**config.mk**
```make
export PLATFORM = sky130hd
export DESIGN_NAME = qspi_qe_enable
export DESIGN_NICKNAME = d
export VERILOG_FILES = /design/src/rtl/qe_pkg.sv /design/src/rtl/qe_bit_lookup.sv /design/src/rtl/spi_byte_engine.sv /design/src/rtl/qspi_qe_enable.sv
export SDC_FILE = /design/constraint.sdc
export NUM_CORES = 1
export LEC_CHECK = 0
export ABC_AREA = 1
export BUFFER_PORTS_ARGS = -buffer_cell sky130_fd_sc_hd__buf_2
export CORE_MARGIN = 2
export CORE_UTILIZATION = 50
export CTS_BUF_LIST = sky130_fd_sc_hd__clkbuf_4 sky130_fd_sc_hd__clkbuf_8
export CTS_CLUSTER_SIZE = 25
export DETAILED_ROUTE_END_ITERATION = 16
export PLACE_DENSITY = 0.76
export SYNTH_ARGS = -nofsm -noshare
export SYNTH_HDL_FRONTEND = slang
export SYNTH_SLANG_ARGS = --single-unit
```
**constraint.sdc**
```tcl
create_clock -name clk -period 2.8 [get_ports clk]
set_input_delay 0.7 -clock clk [delete_from_list [all_inputs] [get_ports clk]]
set_output_delay 0.7 -clock clk [all_outputs]
set_load 0.02 [all_outputs]
```
**src/rtl/qe_pkg.sv**
```systemverilog
package qe_pkg;

    localparam logic [7:0] OP_READ_ID  = 8'h9F;
    localparam logic [7:0] OP_READ_SR1 = 8'h05;
    localparam logic [7:0] OP_READ_SR2 = 8'h35;
    localparam logic [7:0] OP_WR_EN    = 8'h06;
    localparam logic [7:0] OP_WR_SR    = 8'h01;

    localparam logic [1:0] RM_SINGLE = 2'd0;
    localparam logic [1:0] RM_QOUT   = 2'd1;
    localparam logic [1:0] RM_QIO    = 2'd2;

    typedef enum logic [3:0] {
        ST_GAP,
        ST_RDID,
        ST_POLL_A,
        ST_RDSR1,
        ST_RDSR2,
        ST_WREN,
        ST_WRSR,
        ST_POLL_B,
        ST_VER1,
        ST_VER2,
        ST_DONE
    } seq_state_e;

endpackage

```
**src/rtl/qe_bit_lookup.sv**
```systemverilog
module qe_bit_lookup #(
    parameter int                      N_ENTRIES   = 2,
    parameter logic [N_ENTRIES*8-1:0]  MFR_LIST    = {8'hC2, 8'h9D},
    parameter logic [N_ENTRIES*4-1:0]  POS_LIST    = {4'd6, 4'd6},
    parameter logic [3:0]              DEFAULT_POS = 4'd9
) (
    input  logic [7:0] mfr,
    output logic [3:0] qe_pos
);

    logic [N_ENTRIES-1:0] hit;

    generate
        for (genvar g = 0; g < N_ENTRIES; g++) begin : g_match
            assign hit[g] = (mfr == MFR_LIST[g*8 +: 8]);
        end
    endgenerate

    // lowest table index wins when entries repeat
    always_comb begin
        qe_pos = DEFAULT_POS;
        for (int i = N_ENTRIES - 1; i >= 0; i--) begin
            if (hit[i]) qe_pos = POS_LIST[i*4 +: 4];
        end
    end

endmodule

```
**src/rtl/spi_byte_engine.sv**
```systemverilog
module spi_byte_engine #(
    parameter int HALF_DIV = 2
) (
    input  logic       clk,
    input  logic       rst_n,
    input  logic       start,
    input  logic [7:0] tx,
    input  logic       miso,
    output logic       sclk,
    output logic       mosi,
    output logic       done,
    output logic [7:0] rx
);

    localparam int DIV_W = $clog2(HALF_DIV) + 1;
    localparam logic [DIV_W-1:0] DIV_LAST = DIV_W'(HALF_DIV - 1);

    typedef struct packed {
        logic             run;
        logic             sclk;
        logic [DIV_W-1:0] div;
        logic [2:0]       bitc;
        logic [7:0]       sh;
        logic [7:0]       rx;
        logic             done;
    } eng_t;

    eng_t q, d;

    always_comb begin
        d      = q;
        d.done = 1'b0;
        if (!q.run) begin
            if (start) begin
                d.run  = 1'b1;
                d.sclk = 1'b0;
                d.div  = '0;
                d.bitc = '0;
                d.sh   = tx;
            end
        end else if (q.div == DIV_LAST) begin
            d.div = '0;
            if (!q.sclk) begin
                d.sclk = 1'b1;
                d.rx   = {q.rx[6:0], miso};
            end else begin
                d.sclk = 1'b0;
                if (q.bitc == 3'd7) begin
                    d.run  = 1'b0;
                    d.done = 1'b1;
                end else begin
                    d.bitc = q.bitc + 3'd1;
                    d.sh   = {q.sh[6:0], 1'b0};
                end
            end
        end else begin
            d.div = q.div + 1'b1;
        end
    end

    always_ff @(posedge clk or negedge rst_n) begin
        if (!rst_n) q <= '0;
        else        q <= d;
    end

    assign sclk = q.sclk;
    assign mosi = q.sh[7];
    assign done = q.done;
    assign rx   = q.rx;

    // data must be settled when the flash samples it
    a_r2_mosi_stable_at_rise: assert property (@(posedge clk) disable iff (!rst_n)
        $rose(sclk) |-> $stable(mosi));

    // a byte ends with the clock back at its idle level
    a_r2_done_clock_low: assert property (@(posedge clk) disable iff (!rst_n)
        done |-> !sclk);

endmodule

```
**src/rtl/qspi_qe_enable.sv**
```systemverilog
module qspi_qe_enable #(
    parameter int HALF_DIV = 2,
    parameter int POLL_MAX = 16,
    parameter int GAP_CLKS = 2 * HALF_DIV
) (
    input  logic        clk,
    input  logic        rst_n,
    input  logic        quad_out_sel,
    output logic        spi_cs_n,
    output logic        spi_sclk,
    output logic        spi_mosi,
    input  logic        spi_miso,
    output logic        done,
    output logic        success,
    output logic [23:0] flash_id,
    output logic [1:0]  read_mode
);
    import qe_pkg::*;

    localparam int GAP_W  = $clog2(GAP_CLKS) + 1;
    localparam int POLL_W = $clog2(POLL_MAX) + 1;
    localparam logic [GAP_W-1:0]  GAP_LOAD  = GAP_W'(GAP_CLKS - 1);
    localparam logic [POLL_W-1:0] POLL_LAST = POLL_W'(POLL_MAX - 1);

    typedef struct packed {
        seq_state_e        state;
        seq_state_e        ret;
        logic              cs_n;
        logic [GAP_W-1:0]  gap;
        logic [2:0]        idx;
        logic              wait_b;
        logic [POLL_W-1:0] poll;
        logic [23:0]       id;
        logic [7:0]        sr_lo;
        logic [7:0]        sr_hi;
        logic              done;
        logic              ok;
        logic [1:0]        mode;
    } seq_t;

    seq_t q, d;

    logic       eng_start;
    logic [7:0] eng_tx;
    logic       eng_done;
    logic [7:0] eng_rx;
    logic [3:0] qe_pos;

    spi_byte_engine #(.HALF_DIV(HALF_DIV)) u_eng (
        .clk   (clk),
        .rst_n (rst_n),
        .start (eng_start),
        .tx    (eng_tx),
        .miso  (spi_miso),
        .sclk  (spi_sclk),
        .mosi  (spi_mosi),
        .done  (eng_done),
        .rx    (eng_rx)
    );

    qe_bit_lookup u_lookup (
        .mfr    (q.id[7:0]),
        .qe_pos (qe_pos)
    );

    logic        wide;
    logic [15:0] qe_mask;
    assign wide    = qe_pos[3];
    assign qe_mask = 16'd1 << qe_pos;

    logic [2:0] n_bytes;
    logic [7:0] opcode;

    always_comb begin
        n_bytes = 3'd2;
        opcode  = OP_READ_SR1;
        case (q.state)
            ST_RDID:  begin n_bytes = 3'd4; opcode = OP_READ_ID;  end
            ST_RDSR2: begin n_bytes = 3'd2; opcode = OP_READ_SR2; end
            ST_VER2:  begin n_bytes = 3'd2; opcode = OP_READ_SR2; end
            ST_WREN:  begin n_bytes = 3'd1; opcode = OP_WR_EN;    end
            ST_WRSR:  begin n_bytes = wide ? 3'd3 : 3'd2; opcode = OP_WR_SR; end
            default:  ;
        endcase
    end

    always_comb begin
        logic        go;
        logic        fin;
        logic        fin_ok;
        seq_state_e  nxt;
        logic        last;
        logic [15:0] st16;

        d         = q;
        go        = 1'b0;
        fin       = 1'b0;
        fin_ok    = 1'b0;
        nxt       = ST_GAP;
        st16      = '0;
        eng_start = 1'b0;
        eng_tx    = 8'h00;
        last      = (q.idx + 3'd1 == n_bytes);

        if (q.idx == 3'd0)                              eng_tx = opcode;
        else if (q.state == ST_WRSR && q.idx == 3'd1)   eng_tx = q.sr_lo | qe_mask[7:0];
        else if (q.state == ST_WRSR)                    eng_tx = q.sr_hi | qe_mask[15:8];

        case (q.state)
            ST_GAP: begin
                if (q.gap == '0) begin
                    d.state  = q.ret;
                    d.cs_n   = 1'b0;
                    d.idx    = '0;
                    d.wait_b = 1'b0;
                end else begin
                    d.gap = q.gap - 1'b1;
                end
            end
            ST_DONE: ;
            default: begin
                if (!q.wait_b && q.idx < n_bytes) begin
                    eng_start = 1'b1;
                    d.wait_b  = 1'b1;
                end else if (q.wait_b && eng_done) begin
                    d.wait_b = 1'b0;
                    d.idx    = q.idx + 3'd1;
                    if (q.state == ST_RDID) begin
                        case (q.idx)
                            3'd1:    d.id[7:0]   = eng_rx;
                            3'd2:    d.id[15:8]  = eng_rx;
                            default: d.id[23:16] = eng_rx;
                        endcase
                    end
                    if (last) begin
                        d.cs_n = 1'b1;
                        case (q.state)
                            ST_RDID: begin
                                go = 1'b1; nxt = ST_POLL_A; d.poll = '0;
                            end
                            ST_POLL_A, ST_POLL_B: begin
                                if (eng_rx[0]) begin
                                    if (q.poll == POLL_LAST) begin
                                        fin = 1'b1;
                                    end else begin
                                        d.poll = q.poll + 1'b1;
                                        go = 1'b1; nxt = q.state;
                                    end
                                end else begin
                                    go  = 1'b1;
                                    nxt = (q.state == ST_POLL_A) ? ST_RDSR1 : ST_VER1;
                                end
                            end
                            ST_RDSR1, ST_VER1, ST_RDSR2, ST_VER2: begin
                                if (q.state == ST_RDSR1 || q.state == ST_VER1) begin
                                    d.sr_lo = eng_rx;
                                    st16    = {q.sr_hi, eng_rx};
                                end else begin
                                    d.sr_hi = eng_rx;
                                    st16    = {eng_rx, q.sr_lo};
                                end
                                if (wide && (q.state == ST_RDSR1 || q.state == ST_VER1)) begin
                                    go  = 1'b1;
                                    nxt = (q.state == ST_RDSR1) ? ST_RDSR2 : ST_VER2;
                                end else if ((st16 & qe_mask) != '0) begin
                                    fin = 1'b1; fin_ok = 1'b1;
                                end else if (q.state == ST_RDSR1 || q.state == ST_RDSR2) begin
                                    go = 1'b1; nxt = ST_WREN;
                                end else begin
                                    fin = 1'b1;
                                end
                            end
                            ST_WREN: begin go = 1'b1; nxt = ST_WRSR; end
                            ST_WRSR: begin
                                go = 1'b1; nxt = ST_POLL_B; d.poll = '0;
                            end
                            default: ;
                        endcase
                    end
                end
            end
        endcase

        if (go) begin
            d.state = ST_GAP;
            d.ret   = nxt;
            d.gap   = GAP_LOAD;
        end
        if (fin) begin
            d.state = ST_DONE;
            d.done  = 1'b1;
            d.ok    = fin_ok;
            d.mode  = fin_ok ? (quad_out_sel ? RM_QOUT : RM_QIO) : RM_SINGLE;
        end
    end

    always_ff @(posedge clk or negedge rst_n) begin
        if (!rst_n) begin
            q       <= '0;
            q.state <= ST_GAP;
            q.ret   <= ST_RDID;
            q.cs_n  <= 1'b1;
            q.gap   <= GAP_LOAD;
        end else begin
            q <= d;
        end
    end

    assign spi_cs_n  = q.cs_n;
    assign done      = q.done;
    assign success   = q.ok;
    assign flash_id  = q.id;
    assign read_mode = q.mode;

    // clock stays idle whenever the flash is deselected
    a_r2_clock_idle_deselected: assert property (@(posedge clk) disable iff (!rst_n)
        spi_cs_n |-> !spi_sclk);

    // select edges only occur with the clock low
    a_r2_select_edge_clock_low: assert property (@(posedge clk) disable iff (!rst_n)
        $fell(spi_cs_n) |-> !spi_sclk);

    // completion is sticky and the results hold
    a_r11_done_sticky: assert property (@(posedge clk) disable iff (!rst_n)
        done |=> done && $stable(flash_id) && $stable(read_mode) && $stable(success));

    // no traffic after completion
    a_r11_quiet_after_done: assert property (@(posedge clk) disable iff (!rst_n)
        done |=> spi_cs_n);

    // a verdict only exists together with completion
    a_r8_success_needs_done: assert property (@(posedge clk) disable iff (!rst_n)
        success |-> done);

    // a quad mode is granted only on success
    a_r9_mode_needs_success: assert property (@(posedge clk) disable iff (!rst_n)
        (read_mode != RM_SINGLE) |-> success);

    // poll attempts never pass the limit
    a_r10_poll_bounded: assert property (@(posedge clk) disable iff (!rst_n)
        q.poll <= POLL_LAST);

endmodule

```
==> flow_summary.yaml <==
route:
  ant_nets: 0
  num_vias: 3547
  dr.pass1.iters: 5
  drt_iter0_markers: 186
  viasPerCell: 5.224
  routed_wl_um: 9442
  drc: 0
  wire_per_inst_um: 13.91
global_routing:
  grt_max_degree: 52
  grt_overflow: 0
  grt_pass1_wl_um: 16130
  antenna_found_initial: 0
  grt_pass1_vias: 3343
  grt_use_total_pct: 20.05
critical_path:
  cp-start-kind: "register"
  worstSetupEndpoint: "u_eng.q[10]"
  cp_max_fo: 11
  worst-r2r-setup-slack_ps: 510
  worstSetupPathType: "register to register"
  crit_start: "flash_id[4]"
  reg2reg_from: "flash_id[4]"
  arrival_ps: 2580
  rr_worst_depth: 16
  rr_endpoint: "u_eng.q[10]"
  required_ps: 3100
  endpoint_kind: "register"
clocking:
  clockBufferDepth: 2
  clk_pin_slew_ps: 100
  ctsHoldBuffers: 0
  tritoncts: "built"
  clock_latency_ps: 370
  cts_num_sinks: 89
  clockRootBuffer: "clkbuf_8"
  numCtsBuffers: 9
  cts.htree.levels: 3
  cts_setup_buffers: 0
  cts_resized: 0
sta:
  setup_viol_count_final: 0
  timing.fmax_mhz: 437.2
  tns_ps: 0
  fin_crit_sh_pct: 81.69
  min_period_ps: 2287
  maxSlewHeadroom_pct: 63.00
  hold_viol: 0
  tightest_slew_ps: 553.7
  slew_viol_final: 0
  skew_ps: 9.959
  rsz0062_at_grt: "no"
layout:
  antenna_cells: 0
  drive_gt1_share_pct: 22.36
  nets: 580
  areaGrowthSynthToFinish_pct: 5.686
hold_path:
  hp-class: "primary input to async pin"
floorplanning:
  die_area_um2: 10260
  core-area_um2: 9196
  die_h_um: 101.3
  pin_count: 35
  chipWidth_um: 101.3
  rows: 35
  start_util_pct: 51.44
power_and_ir_drop:
  power.total_mw: 2.199
  powerDensity_nw_per_um2: 439.8
  p_leak_nw: 2.533
  vdd_ir_drop_max_uv: 328.2
logic_synthesis:
  ys_seq_elements: 89
  synthTopCellsByCount: "126 x nand2_1, 85 x dfrtp_1, 54 x o21ai_0"
  yosysMostFrequentCell: "nand2_1"
  synth_cell_types: 41
  netlist_top_cells_area: "dfrtp_1 45%, nand2_1 10%, o21ai_0 5.7%"
  synthDominantCellAreaShare_pct: 44.96
  synth_flop_cell: "dfrtp_1"
  synthesis.area_um2: 4731
  yosysTopAreaCell: "dfrtp_1"
  synthCells: 552
  synth-edff-count: 0
  avgSynthCellArea_um2: 8.570
  synth.net_count: 569
  yosysSeqAreaShare_pct: 47.18
  ys_warn_count: 0
  async_reset_ff_share_pct: 100.0
placement:
  portBuffers: 34
  routabilityCongestion: 0.9793
  dp_hpwl_um: 6953
outcome:
  status: "complete, no violations"
flow_run:
  maxCapViolations: 0
[metrics by stage]
stage                     setup slack [ps]  instance area, um^2  utilization [%]  std cells  hold WS [ps]
final                                512.8                 5000            54.37        679         296.5
after global routing                 286.5                 5000            54.37        679         335.7
after CTS                            512.2                 5000            54.37        679         314.9
after detailed placement             535.6                 4811            52.31        663         445.8
after global placement               574.5                 4811            52.31        663         444.2
after floorplan                      755.5                 4731                -        552         404.4
[per-layer routing]
| layer | track usage (%) | vias up | part of all wire, % |
|---|---|---|---|
| li1 | - | 1783 | - |
| met1 | 28.05 | 1659 | 47 |
| met2 | 31.48 | 95 | 47 |
| met3 | 4.003 | 10 | 4.7 |
| met4 | 6.653 | 0 | 1.6 |
| met5 | 0 | - | 0 |
[power by group]
part / internal [mW] / switching [mW] / leakage, nW
logic: 0.00544 / 0.0284 / 1.22
clock network: 0.357 / 0.522 / 0.0991
registers: 1.29 / 0.00109 / 1.22
[registers in the layout (all words and copies together), names as in the netlist, 2 cells and up]
| signal | flops |
|---|---|
| q | 36 |
| u_eng.rx | 8 |
| flash_id | 24 |
| u_eng.q | 13 |
| read_mode | 2 |
[layout make-up]
type,count,area [um^2]
fill,850,4197
sequential,89,2232
multi-input combinational,364,1998
inverter,64,249.0
timing repair buffer,35,192.7
tap,111,138.9
clock buffer,10,131.4
clock inverter,6,57.56
[worst min-delay path by stage]
stage	start	to	slack [ps]	cells after the start
floorplan	rst_n	done	400	0
global placement	done	done	440	2
detailed placement	done	done	450	2
CTS	rst_n	u_eng.q[14]	310	1
global route	rst_n	u_eng.done	340	1
finish	rst_n	u_eng.sclk	300	1
[cells in the final DEF (no fill, tap or decap), drive strengths merged, types with 6 or more instances in the layout]
master,instances
inv,67
o21ai,76
nor2,49
nand3,31
dfrtp,85
a21oi,16
buf,35
clkbuf,10
nand2,149
nor3,6
ha,13
[critical path, stage by stage, from the launching register on]
cell and delay [ps]:
dfrtp_1 410, inv_1 60, nor2_1 80, nand2_1 60, nor2_1 130, inv_1 50, nand2_1 160, o21ai_0 140
ha_1 200, nand3b_1 150, nand3_1 170, nor2_4 60, nand2_4 110, nand2_4 80, inv_2 150, a21oi_1 60
a21oi_1 130
[kinds of logic after synthesis]
logic type	synth area share, %
xor+xnor	0.7143
mux	0.2116
simple gates	24.76
flops	47.18
fa+ha+maj	3.438
buf+inv	10.58
compound gates	13.12
Note: power is estimated with default switching activity, not from simulation.
